### src/rtl/adc_seq_pkg.sv
package adc_seq_pkg;
    typedef enum logic [1:0] {
        MODE_SINGLE = 2'd0,
        MODE_MULTI  = 2'd1,
        MODE_SCAN   = 2'd2
    } adc_mode_e;

    typedef enum logic [1:0] {
        SRC_SW  = 2'd0,
        SRC_TMR = 2'd1,
        SRC_EXT = 2'd2
    } adc_src_e;

    typedef enum logic [1:0] {
        ST_IDLE   = 2'd0,
        ST_LAUNCH = 2'd1,
        ST_WAIT   = 2'd2
    } seq_state_e;
endpackage

### src/rtl/adc_trig_sel.sv
module adc_trig_sel
    import adc_seq_pkg::*;
#(
    parameter int SYNC_STAGES = 2
) (
    input  logic       clk,
    input  logic       rst_n,
    input  logic [1:0] src,
    input  logic       start_bit,
    input  logic       tmr_trig,
    input  logic       ext_trig_n,
    output logic       trig
);
    logic [SYNC_STAGES-1:0] sync_q;
    logic                   ext_prev;
    logic                   start_prev;
    logic                   ext_fall;
    logic                   sw_rise;

    always_ff @(posedge clk or negedge rst_n) begin
        if (!rst_n) begin
            sync_q     <= '1;
            ext_prev   <= 1'b1;
            start_prev <= 1'b0;
        end else begin
            sync_q     <= {sync_q[SYNC_STAGES-2:0], ext_trig_n};
            ext_prev   <= sync_q[SYNC_STAGES-1];
            start_prev <= start_bit;
        end
    end

    assign ext_fall = ext_prev & ~sync_q[SYNC_STAGES-1];
    assign sw_rise  = start_bit & ~start_prev;

    always_comb begin
        unique case (src)
            SRC_SW:  trig = sw_rise;
            SRC_TMR: trig = tmr_trig;
            SRC_EXT: trig = ext_fall;
            default: trig = 1'b0;
        endcase
    end

    // the synchronized edge detector yields single-cycle pulses
    assert_ext_pulse_R7: assert property (@(posedge clk) disable iff (!rst_n)
        ext_fall |=> !ext_fall);
endmodule

### src/rtl/adc_result_bank.sv
module adc_result_bank #(
    parameter int NUM_CH = 16,
    parameter int RES_W  = 12,
    parameter int REG_W  = 16,
    localparam int CH_W  = $clog2(NUM_CH)
) (
    input  logic             clk,
    input  logic             rst_n,
    input  logic             wr_en,
    input  logic [CH_W-1:0]  wr_chan,
    input  logic [RES_W-1:0] wr_data,
    input  logic [CH_W-1:0]  rd_chan,
    output logic [REG_W-1:0] rd_data
);
    logic [REG_W-1:0] regs [NUM_CH];

    for (genvar g = 0; g < NUM_CH; g++) begin : g_reg
        always_ff @(posedge clk or negedge rst_n) begin
            if (!rst_n) begin
                regs[g] <= '0;
            end else if (wr_en && (wr_chan == CH_W'(g))) begin
                regs[g] <= REG_W'(wr_data);
            end
        end
    end

    assign rd_data = regs[rd_chan];
endmodule

### src/rtl/adc_seq_fsm.sv
module adc_seq_fsm
    import adc_seq_pkg::*;
#(
    parameter int CH_W = 4
) (
    input  logic            clk,
    input  logic            rst_n,
    input  logic            trig,
    input  logic            start_bit,
    input  logic [1:0]      mode,
    input  logic            grp8,
    input  logic [CH_W-1:0] cfg_chan,
    input  logic            conv_done,
    output logic            conv_start,
    output logic [CH_W-1:0] conv_chan,
    output logic            busy,
    output logic            wr_en,
    output logic            eoc_pulse
);
    localparam logic [CH_W-1:0] MASK4 = CH_W'(3);
    localparam logic [CH_W-1:0] MASK8 = CH_W'(7);

    seq_state_e      state, state_nx;
    logic [CH_W-1:0] cur_ch, base_ch, last_ch, grp_base;
    logic            run_scan, is_last, grouped, eoc_q;

    assign grp_base = cfg_chan & ~(grp8 ? MASK8 : MASK4);
    assign grouped  = (mode == MODE_MULTI) || (mode == MODE_SCAN);
    assign is_last  = (cur_ch == last_ch);

    always_comb begin
        state_nx = state;
        unique case (state)
            ST_IDLE:   if (trig) state_nx = ST_LAUNCH;
            ST_LAUNCH: state_nx = ST_WAIT;
            ST_WAIT: begin
                if (conv_done) begin
                    if (run_scan && !start_bit) state_nx = ST_IDLE;
                    else if (!is_last)          state_nx = ST_LAUNCH;
                    else if (run_scan)          state_nx = ST_LAUNCH;
                    else                        state_nx = ST_IDLE;
                end
            end
            default:   state_nx = ST_IDLE;
        endcase
    end

    always_ff @(posedge clk or negedge rst_n) begin
        if (!rst_n) state <= ST_IDLE;
        else        state <= state_nx;
    end

    always_ff @(posedge clk or negedge rst_n) begin
        if (!rst_n) begin
            cur_ch   <= '0;
            base_ch  <= '0;
            last_ch  <= '0;
            run_scan <= 1'b0;
            eoc_q    <= 1'b0;
        end else begin
            eoc_q <= (state == ST_WAIT) && conv_done && is_last;
            if (state == ST_IDLE && trig) begin
                run_scan <= (mode == MODE_SCAN);
                last_ch  <= cfg_chan;
                cur_ch   <= grouped ? grp_base : cfg_chan;
                base_ch  <= grouped ? grp_base : cfg_chan;
            end else if (state == ST_WAIT && conv_done && state_nx == ST_LAUNCH) begin
                cur_ch <= is_last ? base_ch : cur_ch + 1'b1;
            end
        end
    end

    always_comb begin
        conv_start = (state == ST_LAUNCH);
        busy       = (state != ST_IDLE);
        wr_en      = (state == ST_WAIT) && conv_done;
        conv_chan  = cur_ch;
        eoc_pulse  = eoc_q;
    end

    assert_start_pulse_R3: assert property (@(posedge clk) disable iff (!rst_n)
        conv_start |=> !conv_start);
    assert_chan_stable_R4: assert property (@(posedge clk) disable iff (!rst_n)
        (busy && !conv_start) |-> $stable(conv_chan));
    assert_start_by_trigger_R7: assert property (@(posedge clk) disable iff (!rst_n)
        $rose(busy) |-> $past(trig));
    assert_eoc_after_done_R9: assert property (@(posedge clk) disable iff (!rst_n)
        eoc_pulse |-> $past(conv_done));
endmodule

### src/rtl/adc_seq_ctrl.sv
module adc_seq_ctrl #(
    parameter int NUM_CH      = 16,
    parameter int RES_W       = 12,
    parameter int REG_W       = 16,
    parameter int SYNC_STAGES = 2,
    localparam int CH_W       = $clog2(NUM_CH)
) (
    input  logic             clk,
    input  logic             rst_n,
    input  logic [1:0]       cfg_mode,
    input  logic             cfg_grp8,
    input  logic [CH_W-1:0]  cfg_chan,
    input  logic [1:0]       cfg_src,
    input  logic             start_bit,
    input  logic             tmr_trig,
    input  logic             ext_trig_n,
    input  logic             conv_done,
    input  logic [RES_W-1:0] conv_result,
    input  logic [CH_W-1:0]  rd_chan,
    output logic             conv_start,
    output logic [CH_W-1:0]  conv_chan,
    output logic             busy,
    output logic             eoc_irq,
    output logic             xfer_req,
    output logic [REG_W-1:0] rd_data
);
    logic trig, wr_en, eoc_pulse;

    adc_trig_sel #(.SYNC_STAGES(SYNC_STAGES)) u_trig (
        .clk(clk), .rst_n(rst_n), .src(cfg_src), .start_bit(start_bit),
        .tmr_trig(tmr_trig), .ext_trig_n(ext_trig_n), .trig(trig)
    );

    adc_seq_fsm #(.CH_W(CH_W)) u_fsm (
        .clk(clk), .rst_n(rst_n), .trig(trig), .start_bit(start_bit),
        .mode(cfg_mode), .grp8(cfg_grp8), .cfg_chan(cfg_chan),
        .conv_done(conv_done), .conv_start(conv_start), .conv_chan(conv_chan),
        .busy(busy), .wr_en(wr_en), .eoc_pulse(eoc_pulse)
    );

    adc_result_bank #(.NUM_CH(NUM_CH), .RES_W(RES_W), .REG_W(REG_W)) u_bank (
        .clk(clk), .rst_n(rst_n), .wr_en(wr_en), .wr_chan(conv_chan),
        .wr_data(conv_result), .rd_chan(rd_chan), .rd_data(rd_data)
    );

    assign eoc_irq  = eoc_pulse;
    assign xfer_req = eoc_pulse;
endmodule

### config.mk
export PLATFORM = sky130hd
export DESIGN_NAME = adc_seq_ctrl
export DESIGN_NICKNAME = d
export VERILOG_FILES = /design/src/rtl/adc_seq_pkg.sv /design/src/rtl/adc_trig_sel.sv /design/src/rtl/adc_result_bank.sv /design/src/rtl/adc_seq_fsm.sv /design/src/rtl/adc_seq_ctrl.sv
export SDC_FILE = /design/constraint.sdc
export NUM_CORES = 1
export LEC_CHECK = 0
export CAP_MARGIN = 30
export CORE_AREA = 2 2 138 126
export CTS_BUF_LIST = sky130_fd_sc_hd__clkbuf_8
export DETAILED_ROUTE_END_ITERATION = 12
export DIE_AREA = 0 0 140 128
export DONT_BUFFER_PORTS = 1
export GPL_ROUTABILITY_DRIVEN = 1
export GPL_TIMING_DRIVEN = 0
export HOLD_SLACK_MARGIN = 0.15
export PLACE_DENSITY_LB_ADDON = 0.1
export SYNTH_ARGS = -nofsm -noshare
export SYNTH_HDL_FRONTEND = slang
export SYNTH_SLANG_ARGS = --single-unit
export TNS_END_PERCENT = 1
### constraint.sdc
create_clock -name clk -period 2.85 [get_ports clk]
set_input_delay 0.285 -clock clk [delete_from_list [all_inputs] [get_ports clk]]
set_output_delay 0.285 -clock clk [all_outputs]
set_load 0.03 [all_outputs]
# --- Word level (Yosys, flattened, before mapping) ---
# Cells that the tools add are included.
op_classes:
  add_sub_neg: 1
  multipliers: 0
  div: 0
  magnitude_cmp: 1
  n_eq_ne: 23
  shift: 0
  n_mux: 15
  n_bitwise: 7
  reduce_logical: 28
op_table:
  columns: ["op", "count"]
  rows:
  - ["$bmux W16 S4", 1]
  - ["$eq A4 B4 Y1 const B", 8]
  - ["$mux W16", 2]
  - ["$logic_and A1 B1 Y1", 21]
  - ["$eq A4 B3 Y1 const B", 4]
  - ["$mux W4", 4]
  - ["$eq A2 B1 Y1 const B", 4]
  - ["$eq A4 B2 Y1 const B", 2]
  - ["$mux W2", 4]
  - ["$eq A2 B2 Y1 const B", 3]
  - ["$pmux W2 S3", 1]
  - ["$ge A5 B5 Y1 const B", 1]
  - ["$not A4 Y5", 1]
  - ["$add A4 B1 Y4 const B", 1]
  - ["$and A4 B4 Y4", 1]
  - ["$eq A4 B1 Y1 const B", 1]
  - ["$eq A4 B4 Y1", 1]
  - ["$logic_not A2 Y1", 2]
  - ["$logic_not A4 Y1", 1]
  - ["$not A4 Y4", 1]
  - ["$reduce_bool A2 Y1", 2]
  - ["$mux W3", 1]
  - ["$pmux W1 S3", 1]
  - ["$and A1 B1 Y1", 2]
  - ["4 further kinds", 5]
word_totals:
  ff_bits: 212
  latch_bits: 0
  ram_bits: 0
  mem_bits_ro: 0
  input_bits: 31
  out_inout_bits: 24
  word_cells: 100
  memories: 0

# --- Depth between registers and ports, before layout ---
depth:
  depth_word: 9
  mapped_depth: 7
  ltp_nobuf: 5

# --- Cells and area by module ---
# A second synthesis with hierarchy kept.
unflattened:
  hier_cells: 636
  area_unflattened_um2: 9641.7
by_module_without_submodules:
  columns: ["module", "n_inst", "cells_each", "area_each_um2", "seq_area_each_um2"]
  rows:
  - ["adc_result_bank", 1, 543, 8708.4, 4804.6]
  - ["adc_seq_fsm", 1, 84, 792.0, 375.4]
  - ["adc_trig_sel", 1, 8, 133.9, 103.8]
  - ["adc_seq_ctrl", 1, 1, 7.5, 0.0]

# --- Worst setup path before layout ---
# OpenSTA, ideal clock, no wires.
synth_timing:
  path_type: "input to output"
  from: "input rd_chan[0]"
  to: "output rd_data[0]"
  arrival_ns: 1.738
  t_required_ns: 2.565
  path_slack_ns: 0.827
  stages: 4
  path_buffers: 2
  path_cell_list: "buf_4 -> buf_6 -> mux4_2 -> mux4_2"
synth_between:
  elab_chain_cells: 4
synth_rtl:
  columns: ["item", "line", "source"]
  rows:
  - ["from (decl)", "adc_seq_ctrl.sv:19", "input logic [CH_W-1:0] rd_chan,"]
  - ["$not A4 Y5 (implied by the code)", "adc_result_bank.sv:27", "assign rd_data = regs[rd_chan];"]
  - ["$bmux W16 S4", "adc_result_bank.sv:27", null]
  - ["$mux W16 (implied by the code) (2 in series)", "adc_result_bank.sv:27", null]
  - ["to (decl)", "adc_seq_ctrl.sv:25", "output logic [REG_W-1:0] rd_data"]
# Every way passes these cells. The select of a mux whose other input is x is not followed.

# --- Worst setup path in the final report ---
layout_timing:
  from: "input rd_chan[1]"
  to: "output rd_data[5]"
# Same word-level chain as after synthesis.

==> results.sh <==
export IMPL_grt_max_degree=212
export IMPL_violations="hold timing"
export IMPL_worst_slew_margin_rel_pct=44.9
export IMPL_antenna_violating_nets_post_route=0
export IMPL_wire_length_of_the_first_global_routing_pass_mm=34.9
export IMPL_detailedRoute_firstIterationViolations=410
export IMPL_cts_repair_timing_setup_buffer_count=0
export IMPL_post_dp_hpwl_mm=14.1
export IMPL_clk_pin_slew_ns=0.06
export IMPL_power_density_nw_per_um2=943
export IMPL_timing_reg2reg_worst_path_depth=5
export IMPL_clock_skew_ns=0.0184
export IMPL_static_leakage_power_nw=5.20
export IMPL_worst_slew_pin_slew_ns=0.827
export IMPL_number_of_optimization_iterations_in_the_first_detailed_route_pass=6
export IMPL_reg2reg_to="u_bank.regs[22]"
export IMPL_clock_latency_ns=0.51
export IMPL_die_h_um=128
export IMPL_slew_viol_final=0
export IMPL_globalRoute_totalOverflow=0
export IMPL_layout_setup_ws_ns=0.231
export IMPL_worst_endpoint_arrival_ns=2.33
export IMPL_placement_io_buffers=0
export IMPL_clock_tree_htree_level_count=2
export IMPL_cts_root_buffer_cell="clkbuf_8"
export IMPL_post_synth_num_cell_types=41
export IMPL_grtUsageTotal_pct=26.3
export IMPL_vdd_ir_drop_worst_v=0.000549
export IMPL_finalCriticalPeriod_ns=2.62
export IMPL_r2r_start="u_fsm.conv_chan[0]"
export IMPL_max_freq_mhz=382
export IMPL_finalNetCount=707
export IMPL_synth_flop_cell="dfrtp_1"
export IMPL_synth_cell_area_sq_um=9710
export IMPL_critPathCaptureType="output pin"
export IMPL_asyncSetResetFlopFracSynth_pct=100
export IMPL_class_of_the_most_critical_setup_path="in -> out"
export IMPL_post_drt_via_cell_ratio=6.04
export IMPL_cp_data_required_time_ns=2.57
export IMPL_floorplan_core_area_sq_um=16600
export IMPL_io_pin_count=55
export IMPL_max_cap_violations=0
export IMPL_hold_fix_buffer_count_after_cts=22
export IMPL_hold_ws_ns=-0.528
export IMPL_floorplan_die_width_um=140
export IMPL_post_route_cells_drive_above_1_share_pct=50.2
export IMPL_synth_yosys_warnings=0
export IMPL_routed_via_count=5460
export IMPL_holdCritPathClass="in -> async"
export IMPL_fin_crit_sh_pct=91.9
export IMPL_postSynthAreaPerCell_sq_um=16.0
export IMPL_grt_antenna_before_repair=2
export IMPL_critical_path_startpoint_type="primary input"
export IMPL_timing_final_setup_violations=0
export IMPL_synth_ff_latch_count=211
export IMPL_dieArea_sq_um=17900
export IMPL_cts_buffers_inserted=35
export IMPL_timing_final_hold_violations=211
export IMPL_status="finished, violations left"
export IMPL_drc=0
export IMPL_synthCells=608
export IMPL_seq_area_frac_synth_pct=54.4
export IMPL_number_of_enable_flip_flop_cells_after_synthesis=0
export IMPL_setup_total_negative_slack_ns=0
export IMPL_flow_area_growth_from_synthesis_pct=12.3
export IMPL_initial_core_util_pct=58.5
export IMPL_place_ws_ns=0.205
export IMPL_route_final_wire_length_mm=22.0
export IMPL_fp_row_count=45
export IMPL_clk_path_buf_depth=3
export IMPL_grt_pass1_vias=6047
export IMPL_wire_per_inst_um=24.4
export IMPL_cts_tree="built"
export IMPL_rsz0062_at_grt="no"
export IMPL_post_cts_resized_instances=0
export IMPL_clock_sinks=211
export IMPL_rrSetupSlack_ns=0.64
export IMPL_final_weighted_congestion_in_routability_driven_placement=0.787
export IMPL_critical_path_max_fanout=10
==> report_power, final <==
group	total [mW]	leakage (nW)	switching [mW]	internal [mW]
Combinational	2.82	1.99	1.13	1.68
Sequential	4.88	2.81	0.699	4.18
Clock	2.60	0.391	1.15	1.45
Total	10.3	5.20	2.98	7.31
==> through the flow <==
stage	hold slack (ns)	cells	util (%)	area [sq um]	power [mW]
3_5_place_dp	-0.00416	823	60.2	10000	7.71
6_report	-0.528	904	65.7	10900	10.3
5_1_grt	-0.555	903	65.7	10900	10.9
3_3_place_gp	-0.00201	822	60.1	9990	7.49
2_1_floorplan	-0.0106	611	-	9720	7.04
4_1_cts	-0.558	902	65.6	10900	10.4
==> registers in the layout (all words and copies together) (netlist names) <==
signal and cells:
u_fsm.eoc_pulse 1, u_trig.sync_q 2, u_trig.start_prev 1, u_trig.ext_prev 1
u_fsm.run_scan 1, u_fsm.state 2, u_bank.regs 192, u_fsm.base_ch 3
u_fsm.conv_chan 4, u_fsm.last_ch 4
==> Yosys cell counts, types with 4 or more instances <==
master / number / area share, %
and2_1: 4 / 0.26
buf_2: 16 / 0.82
buf_4: 10 / 0.77
buf_6: 4 / 0.46
clkbuf_1: 18 / 0.70
dfrtp_1: 208 / 54
ha_1: 5 / 0.64
inv_1: 7 / 0.27
mux2_2: 193 / 22
mux2i_1: 5 / 0.52
mux4_2: 60 / 14
nand2_1: 31 / 1.2
o21ai_0: 7 / 0.36
==> layer usage <==
metal  GRT usage (%)  vias to the layer above  wire [um]
met4            8.62                        0        558
met5               0                        -          0
li1                -                     2370          -
met1            36.1                     2916       9730
met3            6.43                       44       1210
met2            42.0                      130      10500
==> how the worst max path moves through the flow <==
stage / startpoint / end / slack [ns] / cells past startpoint
floorplan: rd_chan[0] / rd_data[0] / 0.83 / 4
global placement: rd_chan[1] / rd_data[6] / 0.24 / 4
detailed placement: rd_chan[1] / rd_data[5] / 0.21 / 4
CTS: rd_chan[1] / rd_data[5] / 0.21 / 4
global route: rd_chan[1] / rd_data[5] / 0.20 / 4
finish: rd_chan[1] / rd_data[5] / 0.23 / 4
==> kinds of logic (layout without fill, tap and decap cells) <==
| logic type | after synthesis | count (layout) | share of synthesized area [%] |
|---|---|---|---|
| xor gates and xnor gates | 5 | 5 | 0.606 |
| muxes | 259 | 259 | 37.0 |
| and+or+nand+nor | 54 | 54 | 3.03 |
| other | 1 | 6 | 0.0386 |
| DFF | 211 | 211 | 54.4 |
| buffers and inverters | 56 | 136 | 3.07 |
| adders and majority gates | 5 | 5 | 0.644 |
| AOI/OAI and AO/OA | 17 | 17 | 1.25 |
==> worst max-delay path, stage by stage <==
cell      delay [ns]
clkbuf_1        0.59
buf_2           0.46
mux4_2          0.38
mux4_2          0.61
==> cells in the final DEF, fill, tap and decap left out, types with 4 or more instances in the layout <==
| master | instances |
|---|---|
| clkbuf_1 | 18 |
| mux2i_1 | 5 |
| dlygate4sd3_1 | 22 |
| dfrtp_1 | 208 |
| and2_1 | 4 |
| buf_6 | 5 |
| inv_1 | 17 |
| buf_2 | 16 |
| mux4_2 | 60 |
| ha_1 | 5 |
| clkbuf_8 | 47 |
| conb_1 | 4 |
| nand2_1 | 31 |
| mux2_2 | 193 |
| buf_4 | 10 |
| o21ai_0 | 7 |
==> cell type report <==
type | count | area [sq um]
Antenna cell | 2 | 5.00
Clock buffer | 47 | 647
Tap cell | 211 | 264
Sequential cell | 211 | 5280
Buffer | 49 | 272
Multi-Input combinational cell | 344 | 4140
Clock inverter | 10 | 37.5
Fill cell | 1199 | 5700
Timing Repair Buffer | 23 | 231
Inverter | 7 | 26.3
Note: power is estimated with default switching activity, not from simulation.
